## config.mk

```make
export PLATFORM = sky130hd
export DESIGN_NAME = scan_clk_seq
export DESIGN_NICKNAME = d
export VERILOG_FILES = /design/src/rtl/scs_pkg.sv /design/src/rtl/scs_order_reg.sv /design/src/rtl/scs_pulse_seq.sv /design/src/rtl/scs_clk_mux.sv /design/src/rtl/scan_clk_seq.sv
export SDC_FILE = /design/constraint.sdc
export NUM_CORES = 1
export LEC_CHECK = 0
export BUFFER_PORTS_ARGS = -buffer_cell sky130_fd_sc_hd__buf_2
export CAP_MARGIN = 20
export CORE_ASPECT_RATIO = 0.6
export CORE_MARGIN = 3
export CORE_UTILIZATION = 50
export DETAILED_ROUTE_END_ITERATION = 7
export PLACE_DENSITY = 0.85
export SYNTH_ARGS = -nofsm -noshare
export SYNTH_HDL_FRONTEND = slang
export SYNTH_SLANG_ARGS = --single-unit
```

## constraint.sdc

```tcl
create_clock -name clk_i -period 2.5 [get_ports clk_i]
set_input_delay 0.125 -clock clk_i [delete_from_list [all_inputs] [get_ports clk_i]]
set_output_delay 0.125 -clock clk_i [all_outputs]
set_load 0.1 [all_outputs]
```

## src/rtl/scs_pkg.sv

```systemverilog
package scs_pkg;
  typedef enum logic [1:0] {
    SQ_IDLE  = 2'd0,
    SQ_PULSE = 2'd1,
    SQ_GAP   = 2'd2
  } sq_state_e;
endpackage

```

## src/rtl/scs_order_reg.sv

```systemverilog
module scs_order_reg #(
  parameter int NUM_DOM = 4,
  parameter int IDX_W   = 2
) (
  input  logic                     clk_i,
  input  logic                     rst_ni,
  input  logic                     wr_i,
  input  logic                     busy_i,
  input  logic [NUM_DOM*IDX_W-1:0] order_i,
  output logic [NUM_DOM*IDX_W-1:0] order_o
);
  logic [NUM_DOM*IDX_W-1:0] ident;
  logic [NUM_DOM*IDX_W-1:0] order_q;

  for (genvar k = 0; k < NUM_DOM; k++) begin : g_ident
    assign ident[k*IDX_W +: IDX_W] = IDX_W'(k);
  end

  always_ff @(posedge clk_i or negedge rst_ni) begin
    if (!rst_ni)                order_q <= ident;
    else if (wr_i && !busy_i)   order_q <= order_i;
  end

  assign order_o = order_q;

  // list frozen while a train runs
  p_order_hold_r8: assert property (@(posedge clk_i) disable iff (!rst_ni)
    busy_i |=> $stable(order_q));
endmodule

```

## src/rtl/scs_pulse_seq.sv

```systemverilog
module scs_pulse_seq
  import scs_pkg::*;
#(
  parameter int NUM_DOM = 4,
  parameter int IDX_W   = 2,
  parameter int GAP_W   = 4
) (
  input  logic                     clk_i,
  input  logic                     rst_ni,
  input  logic                     test_mode_i,
  input  logic                     scan_en_i,
  input  logic                     shift_req_i,
  input  logic                     cap_req_i,
  input  logic [GAP_W-1:0]         gap_i,
  input  logic [NUM_DOM*IDX_W-1:0] order_i,
  output logic [NUM_DOM-1:0]       pulse_o,
  output logic                     busy_o,
  output logic                     done_o
);
  localparam logic [IDX_W-1:0] LAST_SLOT = IDX_W'(NUM_DOM - 1);

  sq_state_e          state_q;
  logic [IDX_W-1:0]   slot_q;
  logic               cap_q;
  logic [GAP_W-1:0]   gap_q;
  logic [GAP_W-1:0]   gcnt_q;
  logic [NUM_DOM-1:0] pulse_q;
  logic               done_q;

  logic             start_shift, start_cap;
  logic [GAP_W-1:0] gap_eff;
  logic [IDX_W-1:0] slot_nxt;

  assign start_shift = test_mode_i &  scan_en_i & shift_req_i;
  assign start_cap   = test_mode_i & ~scan_en_i & cap_req_i;
  assign gap_eff     = (gap_i == '0) ? GAP_W'(1) : gap_i;
  assign slot_nxt    = slot_q + 1'b1;

  // shift: scan_out side (highest index) first; capture: programmed list
  function automatic logic [NUM_DOM-1:0] slot_hot(
    input logic [IDX_W-1:0]         slot,
    input logic                     cap,
    input logic [NUM_DOM*IDX_W-1:0] ord
  );
    logic [IDX_W-1:0] d;
    d = cap ? ord[slot*IDX_W +: IDX_W] : LAST_SLOT - slot;
    slot_hot = '0;
    slot_hot[d] = 1'b1;
  endfunction

  always_ff @(posedge clk_i or negedge rst_ni) begin
    if (!rst_ni) begin
      state_q <= SQ_IDLE;
      slot_q  <= '0;
      cap_q   <= 1'b0;
      gap_q   <= GAP_W'(1);
      gcnt_q  <= '0;
      pulse_q <= '0;
      done_q  <= 1'b0;
    end else begin
      done_q <= 1'b0;
      if (!test_mode_i) begin
        state_q <= SQ_IDLE;
        pulse_q <= '0;
      end else begin
        unique case (state_q)
          SQ_IDLE: begin
            if (start_shift || start_cap) begin
              state_q <= SQ_PULSE;
              slot_q  <= '0;
              cap_q   <= start_cap;
              gap_q   <= gap_eff;
              pulse_q <= slot_hot('0, start_cap, order_i);
            end
          end
          SQ_PULSE: begin
            pulse_q <= '0;
            if (slot_q == LAST_SLOT) begin
              state_q <= SQ_IDLE;
              done_q  <= 1'b1;
            end else begin
              state_q <= SQ_GAP;
              gcnt_q  <= gap_q - 1'b1;
            end
          end
          SQ_GAP: begin
            if (gcnt_q == '0) begin
              state_q <= SQ_PULSE;
              slot_q  <= slot_nxt;
              pulse_q <= slot_hot(slot_nxt, cap_q, order_i);
            end else begin
              gcnt_q <= gcnt_q - 1'b1;
            end
          end
          default: state_q <= SQ_IDLE;
        endcase
      end
    end
  end

  assign pulse_o = pulse_q;
  assign busy_o  = (state_q != SQ_IDLE);
  assign done_o  = done_q;

  p_one_domain_r6: assert property (@(posedge clk_i) disable iff (!rst_ni)
    $onehot0(pulse_q));
  p_pulse_width_r3: assert property (@(posedge clk_i) disable iff (!rst_ni)
    (pulse_q != '0) |=> (pulse_q == '0));
  p_done_after_busy_r7: assert property (@(posedge clk_i) disable iff (!rst_ni)
    done_q |-> (!busy_o && $past(busy_o)));
  p_start_in_test_r9: assert property (@(posedge clk_i) disable iff (!rst_ni)
    $rose(busy_o) |-> $past(test_mode_i));
endmodule

```

## src/rtl/scs_clk_mux.sv

```systemverilog
module scs_clk_mux #(
  parameter int NUM_DOM = 4
) (
  input  logic               test_mode_i,
  input  logic [NUM_DOM-1:0] pulse_i,
  input  logic [NUM_DOM-1:0] func_clk_i,
  output logic [NUM_DOM-1:0] dom_clk_o
);
  for (genvar d = 0; d < NUM_DOM; d++) begin : g_dom
    assign dom_clk_o[d] = test_mode_i ? pulse_i[d] : func_clk_i[d];
  end
endmodule

```

## src/rtl/scan_clk_seq.sv

```systemverilog
module scan_clk_seq #(
  parameter int NUM_DOM = 4,
  parameter int GAP_W   = 4,
  localparam int IDX_W  = (NUM_DOM > 1) ? $clog2(NUM_DOM) : 1
) (
  input  logic                     clk_i,
  input  logic                     rst_ni,
  input  logic                     test_mode_i,
  input  logic                     scan_en_i,
  input  logic                     shift_req_i,
  input  logic                     cap_req_i,
  input  logic [GAP_W-1:0]         gap_i,
  input  logic                     order_wr_i,
  input  logic [NUM_DOM*IDX_W-1:0] order_i,
  input  logic [NUM_DOM-1:0]       func_clk_i,
  output logic [NUM_DOM-1:0]       dom_clk_o,
  output logic                     busy_o,
  output logic                     done_o
);
  logic [NUM_DOM*IDX_W-1:0] order_q;
  logic [NUM_DOM-1:0]       pulse;
  logic                     busy;

  scs_order_reg #(.NUM_DOM(NUM_DOM), .IDX_W(IDX_W)) u_order (
    .clk_i   (clk_i),
    .rst_ni  (rst_ni),
    .wr_i    (order_wr_i),
    .busy_i  (busy),
    .order_i (order_i),
    .order_o (order_q)
  );

  scs_pulse_seq #(.NUM_DOM(NUM_DOM), .IDX_W(IDX_W), .GAP_W(GAP_W)) u_seq (
    .clk_i       (clk_i),
    .rst_ni      (rst_ni),
    .test_mode_i (test_mode_i),
    .scan_en_i   (scan_en_i),
    .shift_req_i (shift_req_i),
    .cap_req_i   (cap_req_i),
    .gap_i       (gap_i),
    .order_i     (order_q),
    .pulse_o     (pulse),
    .busy_o      (busy),
    .done_o      (done_o)
  );

  scs_clk_mux #(.NUM_DOM(NUM_DOM)) u_mux (
    .test_mode_i (test_mode_i),
    .pulse_i     (pulse),
    .func_clk_i  (func_clk_i),
    .dom_clk_o   (dom_clk_o)
  );

  assign busy_o = busy;
endmodule

```

**Word-level counts from Yosys, hierarchy flattened**

Cells that the tools add are included.

- $add $sub $neg: 4
- Order comparisons: 4
- Eq/ne operators: 10
- Shift operators: 1
- Muxes and demuxes: 29
- Bitwise gates (word level): 5
- Reduce and logical (&&, ||, !) cells: 16

Operators by type and width:

| kind | number |
|---|---|
| 4-bit two-way mux | 6 |
| 2-bit two-way mux | 8 |
| 4-bit one-hot mux with 3 select lines | 1 |
| 1-bit two-way mux | 9 |
| 4-bit zero test | 2 |
| 4-bit one-hot mux with 2 select lines | 1 |
| 4-bit AND reduction | 2 |
| 8-bit by 4-bit variable part select with 2-bit output | 1 |
| 4-bit by 1-bit subtractor with 4-bit output, second input constant | 2 |
| 2-bit by 3-bit < comparator with 1-bit output, second input constant | 2 |
| 3-bit by 2-bit inequality test with 1-bit output, second input constant | 2 |
| 2-bit one-hot mux with 3 select lines | 1 |
| 3-bit AND reduction | 2 |
| 2-bit nonzero test | 3 |
| 1-bit bitwise AND | 4 |
| 1-bit demux with 2-bit select | 2 |
| 2-bit equality test, second input constant | 2 |
| 2-bit by 1-bit greater-or-equal comparator with 1-bit output, second input constant | 2 |
| 2-bit by 1-bit inequality test with 1-bit output, second input constant | 2 |
| 2-bit inequality test, second input constant | 2 |
| 4-bit by 1-bit inequality test with 1-bit output, second input constant | 1 |
| 2-bit one-hot mux with 2 select lines | 1 |
| 1-bit logical AND | 3 |
| 2-bit by 1-bit adder with 2-bit output, second input constant | 1 |
| 7 further kinds | 7 |

- Flip-flop bits (word level): 26
- Bits of input ports: 23
- Output and inout port bits: 6
- Word-level logic and storage cells: 77

**Logic depth before layout (Yosys ltp)**

- Depth in word-level cells: 11
- Mapped depth: 8
- Mapped depth without buffers: 7

**Modules after synthesis**

Synthesis repeated with hierarchy kept, for this count alone.

- Cell total of the unflattened synthesis: 133
- Area, all modules: 1501.4 um2

Modules (own cells, without submodules):

| module | times used | cells each | area each (um2) | sequential area each (um2) |
|---|---|---|---|---|
| scs_pulse_seq | 1 | 111 | 1106.1 | 451.7 |
| scs_order_reg | 1 | 18 | 350.3 | 205.2 |
| scs_clk_mux | 1 | 4 | 45.0 | 0.0 |

**Worst setup path after synthesis**

No wires, ideal clock.

- Kind: reg2reg
- From: register u_seq.state_q[0]
- To: register u_seq.state_q[0]
- Setup time: 0.078 ns
- Data arrival time: 2.030 ns
- Required time: 2.422 ns
- Setup slack: 0.392 ns
- Cell stages (with the launch flop): 7
- Path buffers: 0
- Clock period less this slack: 2.108 ns
- Cells stage by stage: dfrtp_1 inv_1 ha_1 inv_1 a21oi_1 or4_1 a21oi_1

- Word-level cells in the longest chain between the ends: 3
- Elaborated cells on any way between the ends: 8
- Those cells by class: 4 x eq/ne; 2 x mux; 2 x reduce/logical

RTL lines:

| item | line | RTL |
|---|---|---|
| start, declared | scs_pulse_seq.sv:22 | `sq_state_e state_q;` |
| start signal, assigned | scs_pulse_seq.sv:53 | `state_q <= SQ_IDLE;` |
| start signal, assigned | scs_pulse_seq.sv:63 | `state_q <= SQ_IDLE;` |
| start signal, assigned | scs_pulse_seq.sv:69 | `state_q <= SQ_PULSE;` |
| 2-bit equality test, or another cell as far along | scs_pulse_seq.sv:66 | `unique case (state_q)` |
| 2-bit one-hot mux with 3 select lines or 3-bit by 2-bit inequality test with 1-bit output (tied branches) | -- |  |
| 2-bit two-way mux or 2-bit AND reduction (tied branches) | -- |  |

Parallel ways exist; a longest one is shown, timed or not.
A chain may end at the register's enable or synchronous reset.

**Final worst setup path**

- From: register u_seq.state_q[0]
- To: register u_seq.gcnt_q[2]

- Word-level cells in the longest chain between the ends: 3
- Elaborated cells on any way between the ends: 7
- Those cells by class: 4 x eq/ne; 1 x mux; 2 x reduce/logical

RTL lines:

| item | line | RTL |
|---|---|---|
| 2-bit equality test or 2-bit by 1-bit equality test with 1-bit output (tied branches) | scs_pulse_seq.sv:66 |  |
| 2-bit inequality test (no line) or 2-bit nonzero test (tied branches) | -- |  |
| 4-bit AND reduction (no line) | -- |  |
| end signal, assigned | scs_pulse_seq.sv:83 | `gcnt_q <= gap_q - 1'b1;` |
| end signal, assigned | scs_pulse_seq.sv:92 | `gcnt_q <= gcnt_q - 1'b1;` |
| end, declared | scs_pulse_seq.sv:26 | `logic [GAP_W-1:0] gcnt_q;` |

Parallel ways exist; a longest one is shown, timed or not.

==> flow_metrics.env <==
export IMPL_cp_max_fo=15
export IMPL_num_vias=1277
export IMPL_place_congestion=0.936
export IMPL_drtIter0Drc=140
export IMPL_ant_nets=0
export IMPL_finish_net_count=202
export IMPL_grt_pass1_wl_microns=5690
export IMPL_cts_setup_buffers=0
export IMPL_startpoint_type="flip-flop"
export IMPL_synth_distinct_cells=43
export IMPL_cts_buffers=3
export IMPL_rr_startpoint="u_seq.state_q[0]"
export IMPL_cap_violations=0
export IMPL_avgSynthCellArea_sq_um=10.7
export IMPL_cp_required_ps=2680
export IMPL_clock_latency_ps=270
export IMPL_synth_seq_cells=26
export IMPL_clk_pin_slew_worst_paths_ps=90
export IMPL_slew_headroom=0.567
export IMPL_n_antenna_cell=0
export IMPL_drive_gt1_frac=0.337
export IMPL_area_growth_pct=14.4
export IMPL_hold_path_startpoint="order_i[1]"
export IMPL_cts_sinks=26
export IMPL_fillers=225
export IMPL_root_buffer="clkbuf_8"
export IMPL_die_h_microns=49.0
export IMPL_synth_edf_count=0
export IMPL_ff2ff_path_depth=7
export IMPL_antenna_found_initial=0
export IMPL_fmax_mhz=462
export IMPL_seq_area_frac_synth=0.427
export IMPL_worst_setup_path_end_kind="flip-flop"
export IMPL_p_leak_nw=0.817
export IMPL_num_rows=14
export IMPL_drt_pre_antenna_iters=6
export IMPL_core_sq_um=2720
export IMPL_finalNonFillerCells=212
export IMPL_drc=0
export IMPL_multi_input_area_sq_um=798
export IMPL_io_buffers=28
export IMPL_seqCellArea_sq_um=657
export IMPL_holdPathStages=2
export IMPL_p_per_area_nw_per_um2=1080
export IMPL_io_pins=29
export IMPL_critPathLaunch="u_seq.state_q[0]"
export IMPL_synth_main_ff_cell="dfrtp_1"
export IMPL_slew_viol_final=0
export IMPL_die_w_microns=77.6
export IMPL_tns_ps=0
export IMPL_async_flop_share=1.00
export IMPL_rsz0062_at_grt="no"
export IMPL_grt_usage=0.189
export IMPL_overflow=0
export IMPL_wire_per_inst_microns=16.8
export IMPL_hpwlAfterDp_microns=2670
export IMPL_syn_instance_count=144
export IMPL_clock_skew_ps=1.45
export IMPL_syn_cell_area_sq_um=1540
export IMPL_synthesis_nets=173
export IMPL_min_to="u_order.order_o[1]"
export IMPL_min_period_ps=2160
export IMPL_vias_per_cell=6.02
export IMPL_cts_htree_levels=1
export IMPL_path_class="flip-flop to flip-flop"
export IMPL_max_clock_path_buffers=2
export IMPL_ir_drop_v=0.000613
export IMPL_hp_class="input port to flip-flop"
export IMPL_synth_warnings=0
export IMPL_outcome="finished clean"
export IMPL_wl_microns=3570
export IMPL_die_area_sq_um=3800
export IMPL_r2r_end="u_seq.gcnt_q[2]"
export IMPL_final_common_cell="buf_2"
export IMPL_setup_viol=0
export IMPL_cts_tree="done"
export IMPL_final_cell_mix="buf_2, dfrtp_1, mux2_2"
export IMPL_grt_max_degree=27
export IMPL_min_period_over_period=0.866
export IMPL_dp_cells=207
export IMPL_grt_pass1_vias=1184
export IMPL_cp_arrival_ps=2340
export IMPL_tightest_slew_ps=644
export IMPL_reg2reg_slack_ps=340
export IMPL_hold_viol_final=0
export IMPL_initial_core_util=0.567
-- kinds of logic (layout without fill, tap and decap cells) --
| family | after synthesis | after routing | synth area share |
|---|---|---|---|
| AOI/OAI and AO/OA | 38 | 38 | 0.180 |
| and+or+nand+nor | 35 | 35 | 0.117 |
| DFF | 26 | 26 | 0.427 |
| muxes | 23 | 23 | 0.162 |
| buffers and inverters | 14 | 42 | 0.0545 |
| adders and majority gates | 6 | 6 | 0.0488 |
| xor gates and xnor gates | 2 | 2 | 0.0114 |
-- critical path, cell delays in order, from the launching register on --
cell and delay, ps:
dfrtp_1 420, inv_1 90, ha_1 510, mux2i_1 350
ha_1 260, or2_2 130, o21ai_0 70, a221oi_1 230
-- metal layers --
metal  vias up  track usage  share of wire
met5         -            0              0
met3         6       0.0443          0.090
met1       605        0.267           0.44
li1        590            -              -
met4         0       0.0237         0.0095
met2        76        0.301           0.46
-- where the power goes --
group          switching (mW)  internal, mW
Clock                   0.133         0.214
Sequential              0.131         0.591
Combinational           0.503         0.335
-- area by class of cell --
type,instances,share of cell area
Multi-Input combinational cell,104,0.453
Sequential cell,26,0.373
Timing Repair Buffer,29,0.0853
Tap cell,40,0.0284
Clock buffer,3,0.0235
Inverter,9,0.0192
Clock inverter,1,0.0171
-- what timing repair did --
item | in CTS | in global routing
resized for setup | 0 | 0
endpoints found under the setup margin | 0 | 0
hold endpoints to repair | 21 | 0
hold buffers | 1 | 0
-- cell usage after synthesis (2+ instances only) --
cell type | instances | area, sq um
a21o_1 | 3 | 22.5
a21oi_1 | 6 | 30.0
a31oi_1 | 2 | 12.5
a32oi_1 | 3 | 26.3
and2_1 | 3 | 18.8
and3_1 | 4 | 25.0
clkbuf_8 | 2 | 27.5
dfrtp_1 | 21 | 526
dfstp_2 | 5 | 131
ha_1 | 6 | 75.1
inv_1 | 9 | 33.8
mux2_2 | 15 | 169
mux2i_1 | 8 | 80.1
nand2_1 | 10 | 37.5
nand3_1 | 2 | 10.0
nor2_1 | 5 | 18.8
nor3_1 | 4 | 20.0
o21ai_0 | 8 | 40.0
o31ai_1 | 4 | 30.0
-- registers in the layout (all words and copies together) (netlist names) --
register         flops
u_seq.gap_q          4
u_order.order_o      8
u_seq.state_q        2
u_seq.cap_q          1
u_seq.gcnt_q         4
u_seq.pulse_o        4
u_seq.done_o         1
u_seq.slot_q         2
-- worst max path at each step --
stage,to,slack [ps],depth (start not counted)
after floorplan,u_seq.state_q[0],390,6
after global placement,u_seq.gap_q[1],450,5
after detailed placement,u_seq.gcnt_q[2],360,7
after CTS,u_seq.gap_q[3],350,5
after global routing,u_seq.gcnt_q[2],130,7
final,u_seq.gcnt_q[2],340,7
-- through the flow --
| stage | hold WS, ps | setup slack, ps | instance area, sq um | power [mW] | util |
|---|---|---|---|---|---|
| final | 81.2 | 336 | 1760 | 1.91 | 0.648 |
| after detailed placement | 160 | 359 | 1680 | 1.54 | 0.618 |
| after floorplan | -171 | 392 | 1540 | 1.37 | - |
| after global placement | 149 | 446 | 1680 | 1.48 | 0.618 |
| after CTS | 81.0 | 349 | 1760 | 1.90 | 0.648 |
| after global routing | 77.2 | 131 | 1760 | 2.02 | 0.648 |
(Power assumes the default switching activity.)
